[config.mk]
export PLATFORM = sky130hd
export DESIGN_NAME = gray_tstamp_gen
export DESIGN_NICKNAME = d
export VERILOG_FILES = /design/src/rtl/gray_tstamp_gen.sv
export SDC_FILE = /design/constraint.sdc
export NUM_CORES = 1
export LEC_CHECK = 0
export ABC_CLOCK_PERIOD_IN_PS = 2300
export BUFFER_PORTS_ARGS = -buffer_cell sky130_fd_sc_hd__buf_4
export CAP_MARGIN = 0
export CORE_MARGIN = 4
export CORE_UTILIZATION = 40
export CTS_CLUSTER_DIAMETER = 60
export DETAILED_ROUTE_END_ITERATION = 8
export PLACE_DENSITY_LB_ADDON = 0.12
export SLEW_MARGIN = 20
export SYNTH_ARGS = -nofsm -noshare
export SYNTH_HDL_FRONTEND = slang
export SYNTH_SLANG_ARGS = --single-unit
[constraint.sdc]
create_clock -name clk -period 2.3 [get_ports clk]
set_input_delay 0.46 -clock clk [delete_from_list [all_inputs] [get_ports clk]]
set_output_delay 0.46 -clock clk [all_outputs]
set_load 0.02 [all_outputs]
[src/rtl/gray_tstamp_gen.sv]
module gray_tstamp_gen #(
  parameter int EXT_W = 16,
  parameter int DIV   = 4,
  localparam int TS_W  = 8,
  localparam int DIV_W = (DIV > 1) ? $clog2(DIV) : 1
) (
  input  logic                  clk,
  input  logic                  rst_n,
  input  logic                  ext_sel,
  input  logic                  ext_bclk,
  input  logic                  beam_en,
  input  logic                  t_rst,
  output logic [TS_W-1:0]       ts_bin,
  output logic [TS_W-1:0]       ts_gray,
  output logic [EXT_W+TS_W-1:0] ets
);

  logic [2:0]       sync_q;
  logic [DIV_W-1:0] div_cnt;
  logic [EXT_W-1:0] wrap_cnt;
  logic [TS_W-1:0]  ts_next;
  logic             int_tick, ext_rise, adv;

  assign int_tick = (div_cnt == DIV_W'(DIV - 1));
  assign ext_rise = sync_q[1] & ~sync_q[2];
  assign adv      = (ext_sel ? ext_rise : int_tick) & beam_en & ~t_rst;
  assign ts_next  = ts_bin + 1'b1;
  assign ets      = {wrap_cnt, ts_bin};

  always_ff @(posedge clk or negedge rst_n) begin
    if (!rst_n) sync_q <= '0;
    else        sync_q <= {sync_q[1:0], ext_bclk};
  end

  always_ff @(posedge clk or negedge rst_n) begin
    if (!rst_n)              div_cnt <= '0;
    else if (t_rst || int_tick) div_cnt <= '0;
    else                     div_cnt <= div_cnt + 1'b1;
  end

  always_ff @(posedge clk or negedge rst_n) begin
    if (!rst_n) begin
      ts_bin   <= '0;
      ts_gray  <= '0;
      wrap_cnt <= '0;
    end else if (t_rst) begin
      ts_bin   <= '0;
      ts_gray  <= '0;
      wrap_cnt <= '0;
    end else if (adv) begin
      ts_bin  <= ts_next;
      ts_gray <= ts_next ^ (ts_next >> 1);
      if (ts_bin == '1) wrap_cnt <= wrap_cnt + 1'b1;
    end
  end

  p_step_r1: assert property (@(posedge clk) disable iff (!rst_n)
    adv |=> ts_bin == $past(ts_bin) + 1'b1);

  p_gray_match_r2: assert property (@(posedge clk) disable iff (!rst_n)
    ts_gray == (ts_bin ^ (ts_bin >> 1)));

  p_gray_step_r3: assert property (@(posedge clk) disable iff (!rst_n)
    !t_rst |=> $countones(ts_gray ^ $past(ts_gray)) <= 1);

  p_treset_clear_r4: assert property (@(posedge clk) disable iff (!rst_n)
    t_rst |=> (ts_bin == '0 && ets == '0));

  p_hold_no_beam_r5: assert property (@(posedge clk) disable iff (!rst_n)
    (!beam_en && !t_rst) |=> ($stable(ts_bin) && $stable(ets)));

  p_wrap_carry_r6: assert property (@(posedge clk) disable iff (!rst_n)
    (adv && ts_bin == '1) |=> (ts_bin == '0 && wrap_cnt == $past(wrap_cnt) + 1'b1));

endmodule

==> results of run 1 <==
per-stage QoR:
| stage | instances | hold slack [ns] | cell area [sq um] | power, mW |
|---|---|---|---|---|
| floorplan | 211 | 0.164 | 2030 | 0.708 |
| global placement | 307 | 0.338 | 2370 | 0.747 |
| detailed placement | 307 | 0.341 | 2370 | 0.748 |
| CTS | 315 | 0.127 | 2470 | 1.31 |
| global route | 315 | 0.139 | 2470 | 1.35 |
| finish | 315 | 0.120 | 2470 | 1.28 |
Yosys cell counts, drive strengths merged:
master / instances / area [sq um]
a211o: 1 / 8.76
a21boi: 1 / 7.51
a21o: 3 / 22.5
a21oi: 22 / 110
a311oi: 4 / 35.0
and2: 1 / 6.26
and3: 3 / 20.0
and3b: 1 / 8.76
and4: 3 / 31.3
and4b: 1 / 10.0
buf: 19 / 131
clkbuf: 5 / 18.8
dfrtp: 36 / 901
ha: 3 / 37.5
inv: 3 / 11.3
mux2i: 1 / 10.0
nand2: 14 / 55.1
nand3: 8 / 52.6
nand4: 5 / 31.3
nand4b: 1 / 8.76
nor2: 16 / 60.1
nor3: 1 / 5.00
nor3b: 2 / 15.0
o2111ai: 5 / 67.6
o211ai: 2 / 15.0
o21ai: 11 / 55.1
o31ai: 10 / 75.1
or2: 1 / 6.26
or3: 6 / 37.5
or4: 10 / 75.1
xnor2: 6 / 52.6
xor2: 6 / 52.6
state kept, by name, summed over array words and instances, names as in the netlist:
name and cells:
div_cnt 2, ts_gray 7, sync_q 3, wrap_cnt 16, ts_bin 8
power groups by stage:
stage / Sequential, mW / Combinational (mW) / Clock [mW]
after floorplan: 0.671 / 0.0372 / 0
after global placement: 0.663 / 0.0844 / 0
final: 0.651 / 0.0818 / 0.549
after detailed placement: 0.663 / 0.0844 / 0
after global routing: 0.652 / 0.0913 / 0.602
after CTS: 0.651 / 0.0844 / 0.573
final timing paths:
path / endpoint / slack (ns) / startpoint
hold reg to reg: sync_q[1] / 0.35 / sync_q[0]
setup reg to reg: wrap_cnt[15] / 0.25 / ts_bin[1]
hold / removal: ts_gray[5] / 0.12 / rst_n
max in group asynchronous: ts_bin[1] / 1.85 / rst_n
min in group clk: sync_q[0] / 0.28 / ext_bclk
setup / recovery: wrap_cnt[15] / 0.25 / ts_bin[1]
worst max-delay path: cells and delay by family (launching register included):
family | cells | cell delay (ns)
flip-flops | 1 | 0.48
AND/OR/NAND/NOR | 2 | 0.81
adder cells (fa/ha/maj) | 1 | 0.21
AO/OA/AOI/OAI | 2 | 0.48
metal layers:
layer	up-vias	track usage [%]
met3	2	4.08
met4	0	4.64
li1	842	-
met1	781	24.0
met5	-	0
met2	35	23.1
kinds of logic (layout without fill, tap and decap cells):
logic type / Yosys count / count (layout) / share of synthesized area, %
AO/OA/AOI/OAI: 59 / 59 / 19.5
XOR/XNOR: 12 / 12 / 5.17
adder cells (fa/ha/maj): 3 / 3 / 1.85
buffers and inverters: 27 / 64 / 7.93
flip-flops: 36 / 36 / 44.3
multiplexers: 1 / 1 / 0.492
AND/OR/NAND/NOR: 73 / 73 / 20.8
placed cells by master, fill, tap and decap left out, types with 2 or more instances in the layout:
master	instances
nand4_1	5
nand3_1	7
nor2_1	16
or3_1	6
o31ai_1	10
nand2_1	13
a21oi_1	22
and4_4	2
dfrtp_1	36
o2111ai_1	3
and3_1	2
o211ai_1	2
buf_4	53
inv_1	3
ha_1	3
xor2_1	6
a21o_1	3
nor3b_1	2
or4_1	10
a311oi_1	4
xnor2_1	6
o21ai_0	11
clkbuf_8	5
area by class of cell:
type / instances / area [sq um] / share of cell area, %
Multi-Input combinational cell: 148 / 972 / 39.3
Timing Repair Buffer: 53 / 398 / 16.1
Clock inverter: 2 / 35.0 / 1.42
Clock buffer: 6 / 72.6 / 2.93
Tap cell: 67 / 83.8 / 3.39
Inverter: 3 / 11.3 / 0.455
Sequential cell: 36 / 901 / 36.4
==> metrics.csv, run 1 <==
stage,metric,value,unit
detailed_routing,dr_wl_met2,2040,um
status,status,"complete, no violations",
critical_path,critPathMaxFanout,14,
global_route,grt_usage,16.2,%
power,switchingPower,0.286,mW
sta,slew_violations,0,
detailed_routing,wirelength,4630,um
placement,dpl_worst_slack,0.258,ns
finish,finish.utilization,51.4,%
critical_path,critical_path.slowest_cell,or4_1,
detailed_routing,vias,1660,
floorplanning,chipHeight,79.3,um
yosys,synthDistinctLibCells,40,
power,p_seq_share,50.8,%
yosys,seq_area_frac_synth,44.3,%
critical_path,worstPathCellList,"ha_1, and3_2, o2111ai_2, or4_1, a21oi_1",
yosys,synth_fp_nets,220,
finish,antenna_cells,0,
yosys,ys_ff_latch,36,
sta,max_freq,0.488,GHz
placement,gp_congestion,0.768,
placement,dp_hpwl,3090,um
run,maxCapViolCount,0,
sta,finalCritPeriodShare,89.2,%
power,power_density,518,mW/mm^2
sta,tns,0,ns
floorplanning,dieWidth,79.3,um
floorplanning,core_area,0.00482,sq mm
clock_tree,cts_hold_buf,0,
clock_tree,cts_root_buffer,clkbuf_8,
detailed_routing,ant_nets,0,
critical_path,worstSetupPathType,register to register,
detailed_routing,wl_per_cell,14.7,um
sta,setup_viol,0,
critical_path,max_stage_delay,0.57,ns
clock_tree,cts_tree,yes,
critical_path,critPathArrivalTime,2.27,ns
floorplanning,initial_core_util,42.2,%
floorplanning,ioPinCount,46,
sta,setup_slack,0.249,ns
power,peakVddDrop,0.302,mV
power,pwr-share-clk,42.8,%
critical_path,ff2ff_path_depth,5,
yosys,syn_area,0.00203,sq mm
detailed_routing,routed_via_density,5.27,
power,netSwitchingFraction,22.3,%
sta,final.min_clock_period,2.05,ns
clock_tree,post_cts_buffers,0,
clock_tree,cts_resized,0,
critical_path,cp-end-kind,register,
detailed_routing,wl_met3,205,um
finish,final_net_count,256,
detailed_routing,drt-met1-wl,2360,um
sta,rsz0062_at_grt,false,
clock_tree,cts_buffers,5,
global_route,grt_pass1_vias,1598,
sta,maxSlewHeadroom,62.8,%
critical_path,cp.required,2.52,ns
detailed_routing,drc,0,
floorplanning,rows,25,
clock_tree,clk_pin_slew,0.07,ns
floorplanning,dieArea,0.00629,sq mm
power,intPower,0.996,mW
global_route,grt_max_degree,37,
detailed_routing,first_iter_violations,54,
global_route,grt_pass1_wl,8020,um
finish,drive_gt1_share,27.0,%
sta,tightest_slew,0.558,ns
critical_path,critPathLaunchType,register,
clock_tree,clock_path_buffers,2,
yosys,avgSynthCellArea,9.64,sq um
power,leakage,1.05,nW
clock_tree,clock-sinks,36,
min_path,hp-class,input pin to async pin,
yosys,yosysWarningCount,0,
clock_tree,cts_max_level,2,
global_route,antenna_found_initial,0,
yosys,syn_inst,211,
clock_tree,worstSkewPairLatency,0.29,ns
power,p_comb_share,6.4,%
global_route,grt-ovfl-total,0,
finish,area_growth,21.6,%
sta,clock_skew,0.00324,ns
detailed_routing,drt_pass1_iterations,4,
sta,hold_viol,0,
detailed_routing,highest_layer,met4,
placement,port_buffers,45,
finish,fillers,498,
Power figures use the tool's default switching activity.
==> run 2: changes to the inputs <==
Settings changed: REMOVE_ABC_BUFFERS set to 1.
==> metrics.csv, run 2 (synthesized netlist as in run 1, its figures left out) <==
stage,metric,value,unit
status,status,"complete, no violations",
clock_tree,post_cts_buffers,0,
floorplanning,core_area,0.00482,sq mm
sta,max_freq,0.506,GHz
sta,tightest_slew,0.489,ns
finish,finish.utilization,51.3,%
clock_tree,cts_resized,0,
critical_path,ff2ff_setup_slack,0.32,ns
power,peakVddDrop,0.273,mV
detailed_routing,first_iter_violations,72,
detailed_routing,drc,0,
global_route,grt_usage,15.2,%
floorplanning,initial_core_util,42.2,%
sta,final.min_clock_period,1.98,ns
finish,largest_reg_flops,16,
detailed_routing,wl_met3,173,um
critical_path,timing.rr.start,ts_bin[1],
critical_path,ff2ff_path_depth,5,
critical_path,critPathArrivalTime,2.19,ns
global_route,antenna_found_initial,0,
placement,port_buffers,45,
detailed_routing,wirelength,4470,um
run,maxCapViolCount,0,
placement,dp_hpwl,3090,um
clock_tree,cts_max_level,2,
detailed_routing,drt_pass1_iterations,4,
clock_tree,cts_buffers,5,
critical_path,cp-end-kind,register,
detailed_routing,ant_nets,0,
sta,finalCritPeriodShare,86.0,%
critical_path,reg2reg_to,wrap_cnt[15],
detailed_routing,routed_via_density,5.26,
critical_path,critPathLaunchType,register,
global_route,grt_pass1_wl,7560,um
power,power_density,483,mW/mm^2
clock_tree,worstSkewPairLatency,0.29,ns
clock_tree,clk_pin_slew,0.07,ns
finish,reg_top3,"wrap_cnt (16), ts_bin (8), ts_gray (7)",
finish,antenna_cells,0,
floorplanning,chipHeight,79.3,um
finish,regMostFlops,wrap_cnt,
critical_path,cp-startpoint,ts_bin[1],
sta,rsz0062_at_grt,false,
detailed_routing,drt-met1-wl,2260,um
critical_path,cp.required,2.52,ns
finish,final_cell_mix,"buf_4 (55), dfrtp_1 (36), a21oi_1 (22), nor2_1 (16), nand2_1 (13)",
finish,drive_gt1_share,27.2,%
detailed_routing,wl_per_cell,14.1,um
finish,area_growth,21.5,%
min_path,hp-class,input pin to async pin,
detailed_routing,highest_layer,met4,
clock_tree,clock-sinks,36,
critical_path,worstSetupPathType,register to register,
sta,tns,0,ns
sta,slew_violations,0,
clock_tree,cts_hold_buf,0,
sta,hold_viol,0,
finish,final_common_cell,buf_4,
clock_tree,cts_tree,yes,
floorplanning,ioPinCount,46,
global_route,grt-ovfl-total,0,
finish,final_net_count,258,
clock_tree,cts_root_buffer,clkbuf_8,
detailed_routing,dr_wl_met2,1960,um
placement,gp_congestion,0.786,
critical_path,critPathMaxFanout,9,
floorplanning,rows,25,
global_route,grt_max_degree,37,
sta,setup_viol,0,
power,leakage,1.05,nW
sta,maxSlewHeadroom,67.4,%
global_route,grt_pass1_vias,1484,
sta,clock_skew,0.00191,ns
floorplanning,dieArea,0.00629,sq mm
clock_tree,clock_path_buffers,2,
floorplanning,dieWidth,79.3,um
detailed_routing,vias,1669,
==> run 2: cell count changes in the layout (fill, tap and decap cells not counted), sizes merged <==
cell,previous run,this run
buf,53,55
clkbuf,6,8
bufinv,1,0
clkinv,1,0
==> run 2: layout make-up <==
cell class	count	area, sq um
inverter	3	11.3
timing repair buffer	55	413
clock buffer	8	90.1
sequential	36	901
tap	67	83.8
multi-input combinational	148	972
fill	484	2350
==> run 2: layer usage <==
layer	track usage [%]	up-vias
met4	6.19	0
li1	-	847
met2	22.3	31
met5	0	-
met1	21.8	783
met3	2.95	8
==> run 2: report_power, final <==
group	internal (mW)	leakage, nW	switching [mW]
combinational	0.0292	0.511	0.0513
clock	0.244	0.0455	0.218
sequential	0.645	0.492	0.00565
==> run 2: how the worst max path moves through the flow <==
stage,endpoint,slack [ns],cells after the start
final,wrap_cnt[15],0.32,5
after global routing,wrap_cnt[3],0.17,6
after CTS,wrap_cnt[15],0.32,5
after detailed placement,wrap_cnt[15],0.36,5
after global placement,wrap_cnt[14],0.40,6
after floorplan,wrap_cnt[15],-0.05,5
==> run 2: worst max-delay path, cell delays in order, from the launching register on <==
cell and delay, ns:
dfrtp_1 0.48, ha_1 0.23, and3_2 0.25, o2111ai_2 0.26, or4_1 0.53, a21oi_1 0.15
==> run 2: through the flow <==
step                      power [mW]  hold slack, ns  setup slack (ns)  instances  area [sq um]
after global placement         0.746           0.336             0.400        309          2380
after detailed placement       0.746           0.339             0.356        309          2380
final                           1.19           0.120             0.323        317          2470
after CTS                       1.22           0.134             0.315        317          2470
after global routing            1.24           0.162             0.168        317          2470
after floorplan                0.697           0.164           -0.0515        187          1880
==> run 3: changes to the inputs <==
Settings changed: PLACE_DENSITY set to 0.63, PLACE_DENSITY_LB_ADDON 0.12 to unset.
==> metrics.csv, run 3 (synthesized netlist as in run 1, its figures left out) <==
stage,metric,value,unit
critical_path,cp.required,2.52,ns
detailed_routing,first_iter_violations,71,
critical_path,ff2ff_setup_slack,0.27,ns
power,p_seq_share,54.4,%
placement,numPlacedInstances,305,
finish,seqCellArea,901,sq um
power,power_density,487,mW/mm^2
sta,rsz0062_at_grt,false,
clock_tree,post_cts_buffers,0,
sta,tns,0,ns
power,intPower,0.913,mW
clock_tree,cts_tree,yes,
finish,largest_reg_flops,16,
finish,layoutNonFillerInstCount,313,
placement,dp_hpwl,3050,um
finish,regMostFlops,wrap_cnt,
critical_path,ff2ff_path_depth,5,
finish,final_cell_mix,"buf_4 (51), dfrtp_1 (36), a21oi_1 (22), nor2_1 (16), nand2_1 (13)",
floorplanning,core_area,0.00482,sq mm
global_route,grt_pass1_vias,1641,
sta,maxSlewHeadroom,67.6,%
sta,slew_violations,0,
sta,finalCritPeriodShare,88.1,%
sta,tightest_slew,0.486,ns
power,pwr-share-clk,38.9,%
sta,hold_viol,0,
clock_tree,cts_root_buffer,clkbuf_8,
critical_path,reg2reg_to,wrap_cnt[15],
critical_path,cp-end-kind,register,
floorplanning,chipHeight,79.3,um
finish,final_net_count,254,
placement,gp_congestion,0.761,
detailed_routing,wl_per_cell,14.3,um
floorplanning,rows,25,
floorplanning,initial_core_util,42.2,%
power,leakage,1.03,nW
global_route,grt_usage,15.0,%
detailed_routing,vias,1741,
sta,setup_viol,0,
detailed_routing,ant_nets,0,
run,maxCapViolCount,0,
global_route,grt_max_degree,37,
placement,port_buffers,45,
power,p_comb_share,6.7,%
floorplanning,ioPinCount,46,
clock_tree,clk_pin_slew,0.07,ns
critical_path,critPathMaxFanout,14,
detailed_routing,routed_via_density,5.56,
power,switchingPower,0.284,mW
critical_path,worstSetupPathType,register to register,
floorplanning,dieWidth,79.3,um
critical_path,timing.rr.start,ts_bin[1],
critical_path,max_stage_delay,0.52,ns
power,peakVddDrop,0.313,mV
detailed_routing,drc,0,
critical_path,critPathLaunchType,register,
clock_tree,cts_max_level,2,
finish,fillers,484,
sta,max_freq,0.493,GHz
floorplanning,dieArea,0.00629,sq mm
critical_path,cp_top_family,simple AND/OR/NAND/NOR gates,
finish,multi_input_area,983,sq um
global_route,grt-ovfl-total,0,
finish,antenna_cells,0,
critical_path,critical_path.slowest_cell,or4_1,
finish,area_growth,20.7,%
global_route,grt_pass1_wl,7530,um
critical_path,critPathArrivalTime,2.25,ns
critical_path,worstPathCellList,"ha_1, and3_2, o2111ai_4, or4_1, a21oi_1",
global_route,antenna_found_initial,0,
detailed_routing,drt_pass1_iterations,4,
finish,reg_top3,"wrap_cnt (16), ts_bin (8), ts_gray (7)",
sta,clock_skew,0.00694,ns
clock_tree,cts_buffers,5,
sta,whs,0.122,ns
sta,final.min_clock_period,2.03,ns
status,status,"complete, no violations",
critical_path,crit_buf_inv,0,
finish,drive_gt1_share,26.8,%
finish,final_common_cell,buf_4,
clock_tree,clock_path_buffers,2,
clock_tree,clock-sinks,36,
detailed_routing,wirelength,4470,um
power,netSwitchingFraction,23.7,%
clock_tree,worstSkewPairLatency,0.29,ns
min_path,hp-class,input pin to async pin,
## run 3: cell count changes in the layout (fill, tap and decap cells not counted), sizes merged
cell    delta
clkbuf     -2
buf        -4
clkinv     +2
## run 3: area by class of cell
| cell class | instances | share of cell area, % |
|---|---|---|
| multi-input combinational | 148 | 40.1 |
| tap | 67 | 3.41 |
| sequential | 36 | 36.7 |
| inverter | 3 | 0.459 |
| clock inverter | 2 | 0.408 |
| clock buffer | 6 | 3.36 |
| timing repair buffer | 51 | 15.6 |
## run 3: metal layers
layer  vias up  share of wire, %  global-route usage, %
met2        52                47                   24.4
li1        841                 -                      -
met5         -                 0                      0
met1       844                46                   19.3
met4         0              0.85                   5.15
met3         4               6.6                   3.97
## run 3: how the worst max path moves through the flow
stage	startpoint	endpoint	slack [ns]	cells past startpoint
floorplan	ts_bin[0]	wrap_cnt[15]	-0.05	5
global placement	beam_en	wrap_cnt[15]	0.21	5
detailed placement	beam_en	wrap_cnt[15]	0.17	5
CTS	ts_bin[1]	wrap_cnt[15]	0.18	5
global route	ts_bin[1]	wrap_cnt[15]	0.1	5
finish	ts_bin[1]	wrap_cnt[15]	0.27	5
## run 3: what timing repair did
action | 4_1_cts | 5_1_grt
endpoints found under the setup margin | 0 | 1
hold buffers | 0 | 0
gates resized for setup | 0 | 1
## run 3: worst register-to-register path, cell delays in order (launching register included)
cell       delay (ns)
dfrtp_1          0.48
ha_1             0.30
and3_2           0.29
o2111ai_4        0.23
or4_1            0.52
a21oi_1          0.15
## run 3: metrics by stage
step                utilization, %  setup slack [ns]  cell area [sq um]  power (mW)
detailed placement            48.8             0.166               2350       0.745
global route                  51.0            0.0993               2450        1.25
global placement              48.8             0.208               2350       0.745
CTS                           50.7             0.183               2440        1.22
finish                        51.0             0.274               2450        1.20
floorplan                        -           -0.0515               1880       0.697
## run 3: power by group through the flow
stage	logic (mW)	clock network [mW]	registers, mW
after global placement	0.0823	0	0.663
after detailed placement	0.0821	0	0.663
after floorplan	0.0248	0	0.673
after CTS	0.0823	0.485	0.651
after global routing	0.0919	0.506	0.652
final	0.0803	0.465	0.651
